$ cat src/rtl/muxbus_master.sv
module muxbus_master #(
  parameter int ADDR_W = 16,
  parameter int DATA_W = 8
) (
  input  logic              clk,
  input  logic              rst,
  input  logic              req_valid,
  input  logic              req_write,
  input  logic [ADDR_W-1:0] req_addr,
  input  logic [DATA_W-1:0] req_wdata,
  output logic              ack,
  output logic [DATA_W-1:0] ack_rdata,
  output logic              bus_e,
  output logic              bus_as,
  output logic              bus_rw,
  output logic [ADDR_W-DATA_W-1:0] bus_ahi,
  output logic [DATA_W-1:0] bus_ad_o,
  output logic              bus_ad_oe,
  input  logic [DATA_W-1:0] bus_ad_i
);
  localparam int HI_W = ADDR_W - DATA_W;

  logic [1:0]        ph;
  logic              busy;
  logic              wr_q;
  logic [DATA_W-1:0] wd_q;

  wire at_end = (ph == 2'd3);
  wire start  = at_end && !busy && req_valid;

  always_ff @(posedge clk) begin
    if (rst) begin
      ph        <= 2'd0;
      busy      <= 1'b0;
      wr_q      <= 1'b0;
      wd_q      <= '0;
      ack       <= 1'b0;
      ack_rdata <= '0;
      bus_e     <= 1'b0;
      bus_as    <= 1'b0;
      bus_rw    <= 1'b1;
      bus_ahi   <= '0;
      bus_ad_o  <= '0;
      bus_ad_oe <= 1'b0;
    end else begin
      ph  <= ph + 2'd1;
      ack <= 1'b0;
      case (ph)
        2'd0: bus_as <= 1'b0;
        2'd1: begin
          bus_e <= 1'b1;
          if (busy && wr_q)  bus_ad_o  <= wd_q;
          if (busy && !wr_q) bus_ad_oe <= 1'b0;
        end
        2'd3: begin
          bus_e <= 1'b0;
          if (busy) begin
            ack       <= 1'b1;
            ack_rdata <= wr_q ? '0 : bus_ad_i;
          end
          busy      <= start;
          bus_as    <= start;
          bus_ad_oe <= start;
          bus_rw    <= start ? !req_write : 1'b1;
          if (start) begin
            wr_q     <= req_write;
            wd_q     <= req_wdata;
            bus_ahi  <= req_addr[ADDR_W-1:DATA_W];
            bus_ad_o <= req_addr[DATA_W-1:0];
          end
        end
        default: ;
      endcase
    end
  end


  e_pace_chk: assert property (@(posedge clk) disable iff (rst)
    (bus_e != $past(bus_e)) |=> (bus_e == $past(bus_e)));


  as_elow_chk: assert property (@(posedge clk) disable iff (rst)
    bus_as |-> (!bus_e && bus_ad_oe));


  as_single_chk: assert property (@(posedge clk) disable iff (rst)
    bus_as |=> !bus_as);


  ahi_hold_chk: assert property (@(posedge clk) disable iff (rst)
    bus_as |=> $stable(bus_ahi));


  rd_release_chk: assert property (@(posedge clk) disable iff (rst)
    (bus_e && bus_rw) |-> !bus_ad_oe);


  ack_single_chk: assert property (@(posedge clk) disable iff (rst)
    ack |=> !ack);


  ack_elow_chk: assert property (@(posedge clk) disable iff (rst)
    ack |-> (!bus_e && !$past(bus_as)));


  strobe_oe_chk: assert property (@(posedge clk) disable iff (rst)
    (!bus_ad_oe) |-> (!bus_as));

  logic [HI_W-1:0] unused_hi;
  assign unused_hi = bus_ahi;
endmodule

$ cat config.mk
export PLATFORM = sky130hd
export DESIGN_NAME = muxbus_master
export DESIGN_NICKNAME = d
export VERILOG_FILES = /design/src/rtl/muxbus_master.sv
export SDC_FILE = /design/constraint.sdc
export NUM_CORES = 1
export LEC_CHECK = 0
export ABC_AREA = 1
export BUFFER_PORTS_ARGS = -buffer_cell sky130_fd_sc_hd__buf_4
export CAP_MARGIN = 20
export CORE_MARGIN = 2
export CORE_UTILIZATION = 45
export CTS_BUF_LIST = sky130_fd_sc_hd__clkbuf_8
export CTS_CLUSTER_DIAMETER = 150
export DETAILED_ROUTE_END_ITERATION = 10
export PLACE_DENSITY = 0.81
export SLEW_MARGIN = 20
export SYNTH_ARGS = -nofsm -noshare
export SYNTH_HDL_FRONTEND = slang
export SYNTH_SLANG_ARGS = --single-unit
$ cat constraint.sdc
create_clock -name clk -period 1.2 [get_ports clk]
set_input_delay 0.06 -clock clk [delete_from_list [all_inputs] [get_ports clk]]
set_output_delay 0.06 -clock clk [all_outputs]
set_load 0.02 [all_outputs]
Yosys cells after proc, flatten, opt, wreduce, memory -nomap -nowiden
Index checks and enable logic that the tools add are counted.
{"block": "classes", "add_sub_neg": 1, "n_eq_ne": 5, "n_mux": 10, "bitwise": 1, "n_reduce_logical": 15}
{"op": "$mux 8", "count": 3}
{"op": "$pmux 8 s2", "count": 1}
{"op": "$pmux 1 s2", "count": 3}
{"op": "$reduce_and 2->1", "count": 3}
{"op": "$logic_and 1x1->1", "count": 4}
{"op": "$ne 2x2->1 const B", "count": 2}
{"op": "$reduce_bool 2->1", "count": 2}
{"op": "$logic_not 1->1", "count": 3}
{"op": "$mux 1", "count": 3}
{"op": "$reduce_and 3->1", "count": 1}
{"op": "$add 2x1->2 const B", "count": 1}
{"op": "$eq 2x1->1 const B", "count": 1}
{"op": "$eq 2x2->1 const B", "count": 1}
{"op": "$logic_not 2->1", "count": 1}
{"op": "$ne 2x1->1 const B", "count": 1}
{"op": "$reduce_or 2->1", "count": 1}
{"op": "$not 1->1", "count": 1}
{"block": "word_totals", "ff_bits": 41, "input_bits": 36}

Longest topological paths before layout
{"block": "depth", "word_depth": 5, "depth_mapped": 9, "depth_no_buf": 8}

Worst setup path after synthesis
No wires, ideal clock.
{"block": "synth_path", "kind": "register to register", "startpoint": "register ph[0]", "endpoint": "register bus_ad_o[0]", "setup_ns": 0.113, "arrival_time_ns": 1.137, "t_required_ns": 1.087, "slack_ns": -0.049, "stages_incl_launch_ff": 10, "n_path_buf": 2, "synth_period_minus_slack_ns": 1.249, "cell_sequence": "dfxtp_1 > ha_1 > buf_4 > buf_4 > nand2_1 > inv_1 > nor2_1 > nand3_1 > nand2_1 > nor2_1"}
{"block": "synth_between", "elab_chain_cells": 5, "elab_cells_between_ends": 9}
{"item": "start: declaration", "line_no": "23", "source": "logic [1:0] ph;"}
{"item": "start signal: assignment", "line_no": "46", "source": "ph <= ph + 2'd1;"}
{"item": "$eq 2x2->1", "line_no": "28, 48"}
{"item": "$logic_and 1x1->1 (2 in series)", "line_no": "29", "source": "wire start = at_end && !busy && req_valid;"}
{"item": "$ne 2x1->1 (no source line)"}
{"item": "$reduce_and 3->1 (no source line)"}
{"item": "end signal: assignment", "line_no": "52", "source": "if (busy && wr_q) bus_ad_o <= wd_q;"}
{"item": "end signal: assignment", "line_no": "69", "source": "bus_ad_o <= req_addr[DATA_W-1:0];"}
{"item": "end: declaration", "line_no": "17", "source": "output logic [DATA_W-1:0] bus_ad_o,"}
Several ways; a longest one is shown, not always the timed one.
A chain may end at the register's enable or synchronous reset.

Final worst setup path
{"block": "layout_path", "startpoint": "register ph[1]", "endpoint": "register bus_ad_oe"}
{"block": "layout_between", "elab_chain_cells": 4, "elab_cells_between_ends": 8}
{"item": "$eq 2x2->1", "line_no": "28, 48"}
{"item": "$logic_and 1x1->1 (2 in series)", "line_no": "29"}
{"item": "$pmux 1 s2", "line_no": "48", "source": "case (ph)"}
{"item": "end signal: assignment", "line_no": "63", "source": "bus_ad_oe <= start;"}
{"item": "end: declaration", "line_no": "18", "source": "output logic bus_ad_oe,"}
Several ways; a longest one is shown, not always the timed one.

==> metrics.csv <==
metric;value;unit
yosysTopAreaCell;dfxtp_1;
routed.top_layer;met4;
leakage;1.23;nW
ctsLongestPathBuffers;2;
status;finished, violations left;
layout_min_cycle_time;1340;ps
worst_clock_skew;9.14;ps
cts_tree;yes;
diodes;0;
wl_per_cell;13.3;um
cp.required;1430;ps
postSynthCellCount;228;
slowest_stage;dfxtp_4;
syn_area;1680;um^2
power;2.96;mW
wl_met3;219;um
final_common_cell;buf_4;
rsz0062_at_grt;yes;
wl;4720;um
drv_cap;0;
worst_slack;-137;ps
r2r-start;ph[1];
p_per_area;1140;nW/um^2
wl_met1;1850;um
core;3630;um^2
grt_pass1_vias;1616;
vias_per_cell;4.83;
vias;1718;
max_slew.worst_pin.slew;408;ps
fin_setup_tns;-1860;ps
report.final.setup_viol;28;
arrival;1560;ps
ys_types;24;
synth_fp_nets;266;
grt_start_max_net_pins;34;
syn_area_per_cell;7.38;um^2
regArea;828;um^2
cp-startpoint;ph[1];
yosys-top-cells-area;dfxtp_1 49%, nor2_1 12%, nand2_1 7.8%;
drive_gt1_share;36.7;%
path_clk_slew;80;ps
slew_violations;0;
layout_common_cells;69 x buf_4, 50 x nor2_1, 39 x dfxtp_1;
route.met2.wl;2530;um
fill_cells;304;
final_util;71.2;%
cts_buffers;5;
ir_drop;792;uV
dpl_worst_slack;-157;ps
violations;negative setup slack;
dr.pass1.iters;4;
synth_top_area_share;48.8;%
dp_hpwl;2720;um
cp-start-kind;flip-flop;
final_net_count;346;
grt_pass1_wl;6730;um
cts.sink_count;41;
timing.fmax;748;MHz
die_h;65.2;um
hold_viol_final;0;
drtIter0Drc;90;
clock_latency;300;ps
cp_max_fo;4;
cp_cell_sequence;inv_2 -> ha_4 -> buf_4 -> or2_4 -> nand2_1 -> nand2_1 -> a21oi_1;
multi_input_area;801;um^2
ys_seq_area_share;48.8;%
hold_class;input port to flip-flop;
end_kind;flip-flop;
die_w;65.2;um
slowest_delay;370;ps
area_delta_synth_final;53.7;%
min-delay-start;req_addr[12];
cts_htree_levels;2;
ioPinCount;65;
relSlewSlack;72.8;%
ys_seq_elements;41;
io_buffers;64;
drcViolationCount;0;
grt_remaining_overflow;0;
yosysWarnings;0;
die_area;4250;um^2
antenna_found_initial;0;
num_rows;22;
path_class;flip-flop to flip-flop;
timing.critical_path.mode_cell;nand2_1;
ant_nets;0;
post-route-period-util;111;%
gp_congestion;0.769;
cts-root-buf;clkbuf_8;
start_util;46.3;%
grt_use_total;20.4;%
-- Yosys cell counts (all sizes together) --
cell and n:
nand3 26, or2 1, a21oi 15, nor3 1, inv 22, dfxtp 41, ha 2, clkbuf 3
buf 7, nor2 55, clkinv 1, o21ai 17, nand2 37
-- registers in the layout, indices dropped and copies added (netlist names) --
signal	count
wd_q	8
ack_rdata	8
bus_ad_o	8
bus_ahi	8
ack	1
bus_ad_oe	1
bus_as	1
bus_e	1
wr_q	1
busy	1
ph	2
bus_rw	1
-- area by class of cell --
| class | instances | area share, % |
|---|---|---|
| Multi-Input combinational cell | 154 | 31.0 |
| Tap cell | 48 | 2.32 |
| Inverter | 23 | 3.87 |
| Timing Repair Buffer | 83 | 27.3 |
| Sequential cell | 41 | 32.0 |
| Clock inverter | 1 | 0.290 |
| Clock buffer | 6 | 3.19 |
-- logic make-up (layout without fill, tap and decap cells) --
| kind of cell | after synthesis | after routing | share of synthesized area (%) |
|---|---|---|---|
| adders and majority gates | 2 | 2 | 1.49 |
| buffers and inverters | 33 | 113 | 9.59 |
| DFF | 41 | 41 | 48.8 |
| AOI/OAI and AO/OA | 32 | 32 | 9.74 |
| and+or+nand+nor | 120 | 120 | 30.4 |
-- timing repair --
item	4_1_cts	5_1_grt
endpoints found under the hold margin	6	0
setup endpoints to repair	30	31
pin swaps	8	5
setup buffers	0	4
resized for setup	16	20
gates cloned	1	1
hold buffers	6	0
-- stage by stage --
stage                     cell area, um^2  cells  hold WS [ps]
after floorplan                      1700    228           194
after global placement               2230    337           279
after detailed placement             2230    337           286
after CTS                            2480    351          1.67
after global routing                 2590    356          5.68
final                                2590    356          4.54
-- report_power, final --
group          switching [mW]  total (mW)  internal (mW)
registers              0.0387        1.47           1.43
clock network           0.461       0.915          0.454
logic                   0.298       0.576          0.278
total                   0.797        2.96           2.16
-- worst max-delay path, delay by kind of cell, from the launching register on --
kind,cells,cell delay [ps]
AO/OA/AOI/OAI,1,140
flip-flops,1,370
AND/OR/NAND/NOR,3,400
buffers and inverters,2,190
adder cells (fa/ha/maj),1,180
-- final timing paths --
check                    end  slack (ps)  depth (start not counted)
setup / recovery   bus_ad_oe        -140                          7
hold / removal    bus_ahi[4]           5                          3
setup reg to reg   bus_ad_oe        -140                          7
hold reg to reg      wd_q[1]         460                          2
-- routing by layer --
layer	GRT usage, %	up-vias
li1	-	876
met5	0	-
met3	5.31	12
met4	9.90	0
met2	36.6	54
met1	22.3	776
(Power assumes the default switching activity.)
